## config.mk

```make
export PLATFORM = sky130hd
export DESIGN_NAME = spread_stretch
export DESIGN_NICKNAME = d
export VERILOG_FILES = /design/src/rtl/spread_stretch.sv
export SDC_FILE = /design/constraint.sdc
export NUM_CORES = 1
export LEC_CHECK = 0
export BUFFER_PORTS_ARGS = -buffer_cell sky130_fd_sc_hd__buf_2
export CAP_MARGIN = 20
export CORE_UTILIZATION = 50
export CTS_CLUSTER_SIZE = 40
export DETAILED_ROUTE_END_ITERATION = 10
export HOLD_SLACK_MARGIN = 0.08
export PLACE_DENSITY = 0.69
export RECOVER_POWER = 25
export SYNTH_ARGS = -nofsm -noshare
export SYNTH_HDL_FRONTEND = slang
export SYNTH_SLANG_ARGS = --single-unit
```

## constraint.sdc

```tcl
create_clock -name clk -period 4.6 [get_ports clk]
set_input_delay 0.92 -clock clk [delete_from_list [all_inputs] [get_ports clk]]
set_output_delay 0.92 -clock clk [all_outputs]
set_load 0.05 [all_outputs]
```

## src/rtl/spread_stretch.sv

```systemverilog
module spread_stretch #(
  parameter int DEV_W = 7
) (
  input  logic             clk,
  input  logic             rst,
  input  logic             en,
  input  logic [DEV_W-1:0] dev_code,
  input  logic             psc_sel,
  input  logic             acq_start,
  input  logic             req,
  output logic             done
);
  localparam int POS_W = DEV_W + 1;
  localparam int CNT_W = DEV_W + 2;

  logic             en_q, psc_q, up_q, busy_q, done_q;
  logic [POS_W-1:0] peak_q, pos_q, pos_nxt;
  logic [CNT_W-1:0] cnt_q, load;
  logic             accept;

  assign accept = req && !busy_q && !done_q && !acq_start;
  assign load   = !en_q ? '0 : (psc_q ? {pos_q, 1'b0} : {1'b0, pos_q});
  assign done   = done_q;

  always_comb begin
    if (up_q) pos_nxt = (pos_q == peak_q) ? pos_q - 1'b1 : pos_q + 1'b1;
    else      pos_nxt = (pos_q == '0)     ? pos_q + 1'b1 : pos_q - 1'b1;
  end

  always_ff @(posedge clk) begin
    if (rst) begin
      en_q <= 1'b0; psc_q <= 1'b0; peak_q <= '0;
      pos_q <= '0; up_q <= 1'b1;
      busy_q <= 1'b0; cnt_q <= '0; done_q <= 1'b0;
    end else if (acq_start) begin
      en_q <= en; psc_q <= psc_sel; peak_q <= {1'b0, dev_code} + 1'b1;
      pos_q <= '0; up_q <= 1'b1;
      busy_q <= 1'b0; cnt_q <= '0; done_q <= 1'b0;
    end else begin
      done_q <= 1'b0;
      if (accept) begin
        if (load == '0) done_q <= 1'b1;
        else begin busy_q <= 1'b1; cnt_q <= load; end
        if (en_q) begin
          pos_q <= pos_nxt;
          if (up_q && pos_q == peak_q) up_q <= 1'b0;
          else if (!up_q && pos_q == '0) up_q <= 1'b1;
        end
      end else if (busy_q) begin
        cnt_q <= cnt_q - 1'b1;
        if (cnt_q == CNT_W'(1)) begin busy_q <= 1'b0; done_q <= 1'b1; end
      end
    end
  end


  done_pulse_chk: assert property (@(posedge clk) disable iff (rst)
    done_q |=> !done_q);

  bypass_chk: assert property (@(posedge clk) disable iff (rst)
    (accept && !en_q) |=> done_q);

  countdown_chk: assert property (@(posedge clk) disable iff (rst)
    (busy_q && cnt_q > CNT_W'(1) && !acq_start) |=> (busy_q && cnt_q == $past(cnt_q) - CNT_W'(1)));

  pos_bound_chk: assert property (@(posedge clk) disable iff (rst)
    pos_q <= peak_q);

  busy_hold_chk: assert property (@(posedge clk) disable iff (rst)
    (busy_q && !acq_start) |=> $stable(pos_q));

  restart_chk: assert property (@(posedge clk) disable iff (rst)
    acq_start |=> (pos_q == '0 && !busy_q && !done_q));
endmodule

```

Word-level counts from Yosys, hierarchy flattened
Cells that the tools add are included.
{"block": "op_classes", "n_addsub": 4, "eq_ne": 3, "mux": 18, "n_reduce_logical": 17}
{"operator": "$mux W9", "n": 5}
{"operator": "$mux W8", "n": 3}
{"operator": "$mux W1", "n": 10}
{"operator": "$eq A9 B1 Y1 const B", "n": 1}
{"operator": "$logic_not A9 Y1", "n": 1}
{"operator": "$sub A9 B1 Y9 const B", "n": 1}
{"operator": "$add A7 B1 Y8 const B", "n": 1}
{"operator": "$add A8 B1 Y8 const B", "n": 1}
{"operator": "$eq A8 B8 Y1", "n": 1}
{"operator": "$logic_not A8 Y1", "n": 1}
{"operator": "$sub A8 B1 Y8 const B", "n": 1}
{"operator": "$logic_and A1 B1 Y1", "n": 5}
{"operator": "$logic_not A1 Y1", "n": 4}
{"operator": "$reduce_and A2 Y1", "n": 2}
{"operator": "$reduce_bool A2 Y1", "n": 2}
{"operator": "$reduce_and A3 Y1", "n": 1}
{"operator": "$ne A2 B2 Y1 const B", "n": 1}
{"operator": "$reduce_or A2 Y1", "n": 1}
{"block": "word_totals", "ff_bits": 30, "out_inout_bits": 1}

Depth between registers and ports, before layout
{"block": "logic_depth", "word_depth": 6, "ltp_mapped": 8, "mapped_depth_nobuf": 7}

Least setup slack after synthesis
No wires, ideal clock.
{"block": "synth_timing", "kind": "input -> register", "start": "input port acq_start", "end": "register cnt_q[0]", "setup_time_ns": 0.118, "arrival_time_ns": 2.316, "required_time_ns": 4.482, "path_slack_ns": 2.166, "cell_stages": 7, "cell_sequence": "clkbuf_1 -> nor4b_4 -> nand2_1 -> o21ai_1 -> nor2_1 -> a21oi_1 -> a21oi_1"}
{"block": "synth_via", "elab_chain_len": 4}
{"element": "from (decl)", "line_no": "9", "rtl": "input logic acq_start,"}
{"element": "$logic_not A1 Y1", "line_no": "21", "rtl": "assign accept = req && !busy_q && !done_q && !acq_start;"}
{"element": "$logic_and A1 B1 Y1", "line_no": "21"}
{"element": "$ne A2 B2 Y1 (no source line) or $reduce_bool A2 Y1 (tied branches)"}
{"element": "$reduce_and A2 Y1 (no source line)"}
{"element": "to (signal assigned)", "line_no": "50", "rtl": "cnt_q <= cnt_q - 1'b1;"}
{"element": "to (decl)", "line_no": "18", "rtl": "logic [CNT_W-1:0] cnt_q, load;"}
Several ways; a longest one is shown, not always the timed one.
A chain may end at the register's enable or synchronous reset.

Worst setup path after layout
Same ends and word-level chain as after synthesis.

==> impl_metrics.json <==
{
  "cpPeakStageDelay_ns": 0.59,
  "max_cap_violations": 0,
  "setup_ws_ns": 1.68,
  "clk_pin_slew_worst_paths_ns": 0.06,
  "wl_per_cell_um": 14.4,
  "drc": 0,
  "power_density_nw_per_um2": 274,
  "rows": 22,
  "ctsHoldBuffers": 0,
  "cts_buffers": 5,
  "max_freq_mhz": 343,
  "layout-drive-gt1-share_pct": 12.8,
  "grt_setup_unrepaired": "no",
  "synth_area_um2": 1930,
  "clockBufferDepth": 2,
  "p_leak_nw": 0.753,
  "status": "complete, no violations",
  "grt_use_total_pct": 22.5,
  "die_area_um2": 4110,
  "fin_area_um2": 2020,
  "cp.required_ns": 4.75,
  "dieWidth_um": 64.1,
  "cts_setup_buffers": 0,
  "yosysSeqAreaShare_pct": 31.1,
  "synth_area_leaders": "dfxtp_1 (31%), mux2i_1 (7.8%), nor2_1 (6.6%)",
  "worstMarginPinSlew_ns": 0.961,
  "final_util_pct": 54.9,
  "critical_path_peak_fanout": 20,
  "dr.pass1.iters": 4,
  "grt_pass1_vias": 1478,
  "place_ws_ns": 1.67,
  "start_util_pct": 52.3,
  "synth_edf_count": 0,
  "htreeDepth": 2,
  "vdd_ir_drop_max_v": 0.000180,
  "arrival_ns": 3.07,
  "grt_overflow": 0,
  "routed_wl_um": 4060,
  "crit_path_end_kind": "flop",
  "ys.flop_type": "dfxtp_1",
  "slew_violations": 0,
  "diodes": 0,
  "synth_largest_area_cell": "dfxtp_1",
  "port_buffers": 13,
  "cts_tree": "yes",
  "cp_cell_sequence": "clkbuf_1, nor4b_4, nand2_1, o21ai_1, nor2_1, a21oi_1, a21oi_1",
  "crit_slowest_cell": "nor4b_4",
  "vias_per_cell": 5.81,
  "yosysWarningCount": 0,
  "cts_sinks": 30,
  "final_hold_viol_count": 0,
  "relSlewSlack_pct": 35.9,
  "grt_pass1_wl_um": 7020,
  "root_buffer": "clkbuf_8",
  "fp.dieH_um": 64.1,
  "start_kind": "input pin",
  "syn_area_per_cell_um2": 8.35,
  "synth.ff_latch_count": 30,
  "grt_util_met1_pct": 29.3,
  "vias": 1639,
  "synthToLayoutAreaGrowth_pct": 4.86,
  "placed_area_um2": 1940,
  "core_area_um2": 3690,
  "setup_tns_ns": 0,
  "critical_path.most_common_cell": "a21oi_1",
  "critPathBufInv": 1,
  "dpl.hpwl_um": 2940,
  "syn-num-nets": 250,
  "period_share_pct": 63.4,
  "async_reset_ff_share_pct": 0,
  "period_needed_ns": 2.92,
  "antenna_found_initial": 0,
  "fin_nets": 254,
  "grt_max_degree": 21,
  "yosysUniqueCellTypes": 47,
  "crit_type": "in2reg",
  "post_cts_resized": 0,
  "gr-usage-met3_pct": 6.25,
  "hold_class": "reg2reg",
  "ant_nets": 0,
  "drt_iter0_drc": 224,
  "skew_ns": 0.00497,
  "critical_path.top_delay_family": "simple AND/OR/NAND/NOR gates",
  "synthCells": 231,
  "clk-insertion-delay-late_ns": 0.28,
  "grt.busiest_layer": "met2",
  "io_pins": 14,
  "gp_congestion": 0.916,
  "netlist.area_leader.share_pct": 31.1,
  "setup_violations": 0,
  "use_met2_pct": 34.3
}
-- routing by layer --
| metal | up-vias | wire, µm |
|---|---|---|
| li1 | 834 | - |
| met1 | 743 | 1980 |
| met2 | 52 | 1800 |
| met3 | 10 | 184 |
| met4 | 0 | 92 |
| met5 | - | 0 |
-- cell usage after synthesis, types with 3 or more instances --
| cell type | n |
|---|---|
| nor2_1 | 34 |
| dfxtp_1 | 30 |
| nand2_1 | 16 |
| mux2i_1 | 15 |
| xor2_1 | 12 |
| a21oi_1 | 10 |
| nand3_1 | 9 |
| inv_1 | 8 |
| o21ai_0 | 8 |
| a211oi_1 | 6 |
| ha_1 | 6 |
| nand4_1 | 6 |
| nor3_1 | 6 |
| xnor2_1 | 6 |
| buf_6 | 5 |
| a31oi_1 | 4 |
| a32oi_1 | 4 |
| o22ai_1 | 4 |
| or3_1 | 4 |
| buf_4 | 3 |
| clkbuf_1 | 3 |
-- cells in the final DEF, fill, tap and decap left out, types with 2 or more instances in the layout --
cell,synthesis,routed
nor2_1,34,34
dfxtp_1,30,30
nand2_1,16,16
mux2i_1,15,15
xor2_1,12,12
buf_2,1,12
a21oi_1,10,10
nand3_1,9,9
inv_1,8,8
o21ai_0,8,8
xnor2_1,6,6
nor3_1,6,6
nand4_1,6,6
a211oi_1,6,6
ha_1,6,6
clkbuf_8,0,6
or3_1,4,4
a31oi_1,4,4
o22ai_1,4,4
a32oi_1,4,4
and3_2,2,2
and3_1,2,2
o32ai_1,2,2
nand3b_1,2,2
-- tightest hold or removal path, cell delays in order (launching register included) --
cell and delay (ns):
dfxtp_1 0.32, o21ai_0 0.07, a21oi_1 0.06
-- final timing paths --
path,end,startpoint,slack [ns],cells past startpoint
max,cnt_q[0]$_SDFFE_PP0P_,acq_start,1.68,7
min,cnt_q[7]$_SDFFE_PP0P_,cnt_q[7]$_SDFFE_PP0P_,0.50,2
max reg2reg,cnt_q[0]$_SDFFE_PP0P_,busy_q$_SDFFE_PP0P_,2.41,6
min reg2reg,cnt_q[7]$_SDFFE_PP0P_,cnt_q[7]$_SDFFE_PP0P_,0.50,2
-- flip-flops by register name, summed over array words and instances, names as in the netlist --
name / cells
busy_q: 1
peak_q: 8
cnt_q: 9
done: 1
up_q: 1
en_q: 1
psc_q: 1
pos_q: 8
-- logic make-up (layout without fill, tap and decap cells) --
family | after synthesis | after routing | synth area share, %
XOR/XNOR | 18 | 18 | 8.17
adder cells (fa/ha/maj) | 6 | 6 | 3.89
AO/OA/AOI/OAI | 45 | 45 | 16.6
flip-flops | 30 | 30 | 31.1
multiplexers | 15 | 15 | 7.78
buffers and inverters | 24 | 27 | 7.39
AND/OR/NAND/NOR | 93 | 93 | 25.0
-- through the flow --
step,instances,power [mW],hold WS [ns]
after floorplan,231,0.339,0.456
after global placement,276,0.353,0.476
after detailed placement,276,0.354,0.480
after CTS,282,0.563,0.490
after global routing,282,0.590,0.524
final,282,0.554,0.495
-- where the power goes --
| group | internal [mW] | switching, mW | total (mW) |
|---|---|---|---|
| clock network | 0.115 | 0.0904 | 0.205 |
| logic | 0.0318 | 0.0392 | 0.0710 |
| registers | 0.267 | 0.00991 | 0.277 |
| total | 0.414 | 0.140 | 0.554 |
-- layout make-up --
class                      count  area, µm²
clock buffer                   6       82.6
fill                         360       1670
inverter                       8       30.0
multi-input combinational    177       1190
sequential                    30        601
tap                           48       60.1
timing repair buffer          13       63.8
Power figures use the tool's default switching activity.
